--- src/rtl/irqw_pkg.sv ---
`timescale 1ns/1ps
package irqw_pkg;
    localparam int WORD_W = 16;
    localparam int FLD_W  = 4;

    typedef logic [WORD_W-1:0] word_t;
    typedef logic [FLD_W-1:0]  fld_t;

    // register-register-immediate layout used by jump-and-link
    typedef struct packed {
        fld_t op;
        fld_t dst;
        fld_t base;
        fld_t off;
    } rri_word_t;

    localparam fld_t  OP_JUMP_LINK = 4'h0;
    localparam fld_t  LINK_REG     = 4'h0;
    localparam word_t HANDLER_PC   = 16'h0002;

    // offset field counts 16-bit words
    function automatic word_t build_jump_link(input fld_t dst, input fld_t base,
                                              input word_t target);
        rri_word_t w;
        w.op   = OP_JUMP_LINK;
        w.dst  = dst;
        w.base = base;
        w.off  = target[FLD_W:1];
        return w;
    endfunction

    localparam word_t FORCED_WORD = build_jump_link(LINK_REG, LINK_REG, HANDLER_PC);
endpackage

--- src/rtl/irq_sync.sv ---
`timescale 1ns/1ps
module irq_sync #(
    parameter int STAGES = 2
) (
    input  logic clk,
    input  logic rst,
    input  logic req_i,
    output logic rise_o
);
    logic [STAGES-1:0] chain_q;
    logic              last_q;

    always_ff @(posedge clk) begin
        if (rst) begin
            chain_q <= '0;
            last_q  <= 1'b0;
        end else begin
            chain_q[0] <= req_i;
            for (int i = 1; i < STAGES; i++) begin
                chain_q[i] <= chain_q[i-1];
            end
            last_q <= chain_q[STAGES-1];
        end
    end

    assign rise_o = chain_q[STAGES-1] & ~last_q;
endmodule

--- src/rtl/irq_pend.sv ---
`timescale 1ns/1ps
module irq_pend (
    input  logic clk,
    input  logic rst,
    input  logic set_i,
    input  logic clr_i,
    output logic pend_o
);
    typedef enum logic {PEND_IDLE = 1'b0, PEND_HELD = 1'b1} pend_e;
    pend_e state_q;

    always_ff @(posedge clk) begin
        if (rst) begin
            state_q <= PEND_IDLE;
        end else if (set_i) begin
            state_q <= PEND_HELD;      // a fresh edge outranks the clear
        end else if (clr_i) begin
            state_q <= PEND_IDLE;
        end
    end

    assign pend_o = (state_q == PEND_HELD);
endmodule

--- src/rtl/irq_splice.sv ---
`timescale 1ns/1ps
module irq_splice
    import irqw_pkg::*;
#(
    parameter int SYNC_STAGES = 2
) (
    input  logic        clk,
    input  logic        rst,
    input  logic        irq_req,
    input  logic [15:0] fetch_word,
    input  logic        fetch_valid,
    input  logic        core_safe,
    output logic [15:0] insn_out,
    output logic        irq_taken
);
    logic rise_w;
    logic pend_q;
    logic take_w;

    irq_sync #(.STAGES(SYNC_STAGES)) sync_i (
        .clk    (clk),
        .rst    (rst),
        .req_i  (irq_req),
        .rise_o (rise_w)
    );

    irq_pend pend_i (
        .clk    (clk),
        .rst    (rst),
        .set_i  (rise_w),
        .clr_i  (take_w),
        .pend_o (pend_q)
    );

    assign take_w    = pend_q & fetch_valid & core_safe & ~rst;
    assign insn_out  = take_w ? FORCED_WORD : fetch_word;
    assign irq_taken = take_w;
endmodule

--- config.mk ---
export PLATFORM = sky130hd
export DESIGN_NAME = irq_splice
export DESIGN_NICKNAME = d
export VERILOG_FILES = /design/src/rtl/irqw_pkg.sv /design/src/rtl/irq_sync.sv /design/src/rtl/irq_pend.sv /design/src/rtl/irq_splice.sv
export SDC_FILE = /design/constraint.sdc
export NUM_CORES = 1
export LEC_CHECK = 0
export BUFFER_PORTS_ARGS = -buffer_cell sky130_fd_sc_hd__buf_2
export CAP_MARGIN = 5
export CORE_AREA = 5 5 42 44
export CTS_CLUSTER_DIAMETER = 120
export DETAILED_ROUTE_END_ITERATION = 8
export DIE_AREA = 0 0 47 49
export HOLD_SLACK_MARGIN = 0.05
export PLACE_DENSITY = 0.62
export SYNTH_ARGS = -nofsm -noshare
export SYNTH_HDL_FRONTEND = slang
export SYNTH_SLANG_ARGS = --single-unit
--- constraint.sdc ---
create_clock -name clk -period 1.3 [get_ports clk]
set_input_delay 0.26 -clock clk [delete_from_list [all_inputs] [get_ports clk]]
set_output_delay 0.26 -clock clk [all_outputs]
set_load 0.01 [all_outputs]
==> metrics <==
status=finished, violations left; Core Box Area=1400 sq um; failing checks=negative setup slack; post-synthesis sequential area ratio=0.282; Synth Net Count=50; CTS Sinks=4; initial drt markers=1; antenna violations before repair=0; Final setup viols=6; critical path launch point type=register; postcts setup bufs=0; commonest non-fill, non-tap cell in the layout=buf_2; Worst Setup End Kind=primary output; Final Hold Vio Count=0; Die Wd=47 microns; grt ovf=0; Vias=366; synth top area cells=dfxtp_1, and2_4, and2_1; Die Y=49 microns; RSZ-0062 raised after global routing=yes; Layout Area Growth over Synthesis=127%; H-tree Lvls=1; distinct cell type count after synthesis=11; GP Congestion=0.634; Port Buffers=37; clk buf depth=2; DRC=0; vias in the first global route=309; CTS tree=yes; clock skew=0.421 ps; commonest cells after routing, fill and taps aside=buf_2, and2_4, buf_6; R2R depth=2; worst r2r src=pend_i.pend_o; hold buffers post-CTS=0; Final WS setup=-48.0 ps; worst skew pair latency=230 ps; post-route antenna net violation count=0; critical path data arrival time=1090 ps; relative slew slack=0.884; Yosys top cell area share=0.282; largest net degree at the start of global routing=9; max-cap violations=0; clock transition at the registers of the reported paths=40 ps; fmax=742 MHz; num rows=14; Routed WL=1050 microns; Root Buffer=clkbuf_4; fin crit share=1.04; Pre-antenna DRT Iters=2; CP Class=reg -> out; critical path depth=3; Synth Instances=29; fin area=644 sq um; Worst Tran Pin Value=175 ps; fraction of layout cells with a size suffix above 1=0.831; worst min path class=in -> reg; NumNets Final=94; Crit path buffers/inverters=1; Inserted Clock Buffers=3; area of the multi-input gates=246 sq um; Worst Setup EP=insn_out[3]; slowest CP cell=dfxtp_4; Max rail drop VDD=0.772 mV; Placed Area=485 sq um; I/O Pins=38; total chip power=444 uW; pre-CTS WS=25.0 ps; die area=2300 sq um; Top delay family on crit path=flip-flops; R2R Setup Slk=490 ps; synth warn=0; LEAKAGE=0.365 nW; area leader, netlist=dfxtp_1; Tmin final=1350 ps; critical-path cell list=nand4b_4 -> and2_1 -> buf_2; Pwr Density=689 nW/um^2; first-pass GRT wire length=1340 microns; Ant. Diodes=0; Critical path origin=pend_i.pend_o; critical path required time=1040 ps; peak fanout along the critical path=8; crit-path max cell delay=380 ps; Post-Synthesis Cell Area=284 sq um; register area=83.8 sq um; Syn Area/Cell=9.79 sq um; vias per cell=4.21; wire length per cell=12.1 microns; Yosys reg bits=4; dpl hpwl=655 microns; Tot GR Track Use=0.0804; worst flop-to-flop path endpoint=pend_i.pend_o; Slew Viols, Final=0; fillers=131; Initial Utilization=0.203
how the worst min path moves through the flow:
stage | start | endpoint | cells past startpoint
2_1_floorplan | rst | pend_i.pend_o | 1
3_3_place_gp | sync_i.chain_q[0] | sync_i.chain_q[1] | 1
3_5_place_dp | sync_i.chain_q[0] | sync_i.chain_q[1] | 1
4_1_cts | irq_req | sync_i.chain_q[0] | 2
5_1_grt | irq_req | sync_i.chain_q[0] | 2
6_report | irq_req | sync_i.chain_q[0] | 2
cells by family after synthesis:
family                 Yosys count  share of synthesized area
AO/OA/AOI/OAI                    2                     0.0528
buffers and inverters            2                     0.0528
AND/OR/NAND/NOR                 21                      0.612
flip-flops                       4                      0.282
flip-flops by register name, indices dropped and copies added (netlist names):
name and cells:
sync_i.chain_q 2, pend_i.pend_o 1, sync_i.last_q 1
per-layer routing:
metal / track usage / share of wire / up-vias
met5: 0 / 0 / -
met1: 0.0728 / 0.30 / 152
met4: 0.0138 / 0.028 / 0
met2: 0.147 / 0.48 / 28
met3: 0.0480 / 0.19 / 2
li1: - / - / 184
layout make-up:
class | count | share of cell area
Clock buffer | 3 | 0.0350
Inverter | 1 | 0.00583
Multi-Input combinational cell | 25 | 0.383
Sequential cell | 4 | 0.130
Tap cell | 16 | 0.0311
Timing Repair Buffer | 38 | 0.416
stage by stage:
step	setup TNS [ps]	std cells	util	hold WS [ps]
after CTS	-130	87	0.417	237
after detailed placement	0	82	0.346	423
after floorplan	0	29	-	329
final	-170	87	0.460	248
after global placement	0	82	0.346	415
after global routing	-760	87	0.460	254
where the power goes:
part | switching (mW) | leakage, nW | internal, mW
Combinational | 0.0582 | 0.318 | 0.106
Clock | 0.0452 | 0.0138 | 0.103
Sequential | 0.00441 | 0.0336 | 0.128
worst reg2reg max path, cell delays in order, from the launching register on:
cell,delay (ps)
dfxtp_4,380
a21bo_2,230
a21oi_1,120
cell usage after synthesis (all sizes together):
master  instances
a21bo           1
a21oi           1
and2           15
and2b           2
buf             1
dfxtp           4
inv             1
nand2b          2
nand4b          1
nor2b           1
timing repair:
| item | 4_1_cts | 5_1_grt |
|---|---|---|
| gates cloned | 2 | 0 |
| pin swaps | 16 | 2 |
| gates resized for setup | 8 | 12 |
| setup endpoints to repair | 17 | 16 |
(Power assumes the default switching activity.)
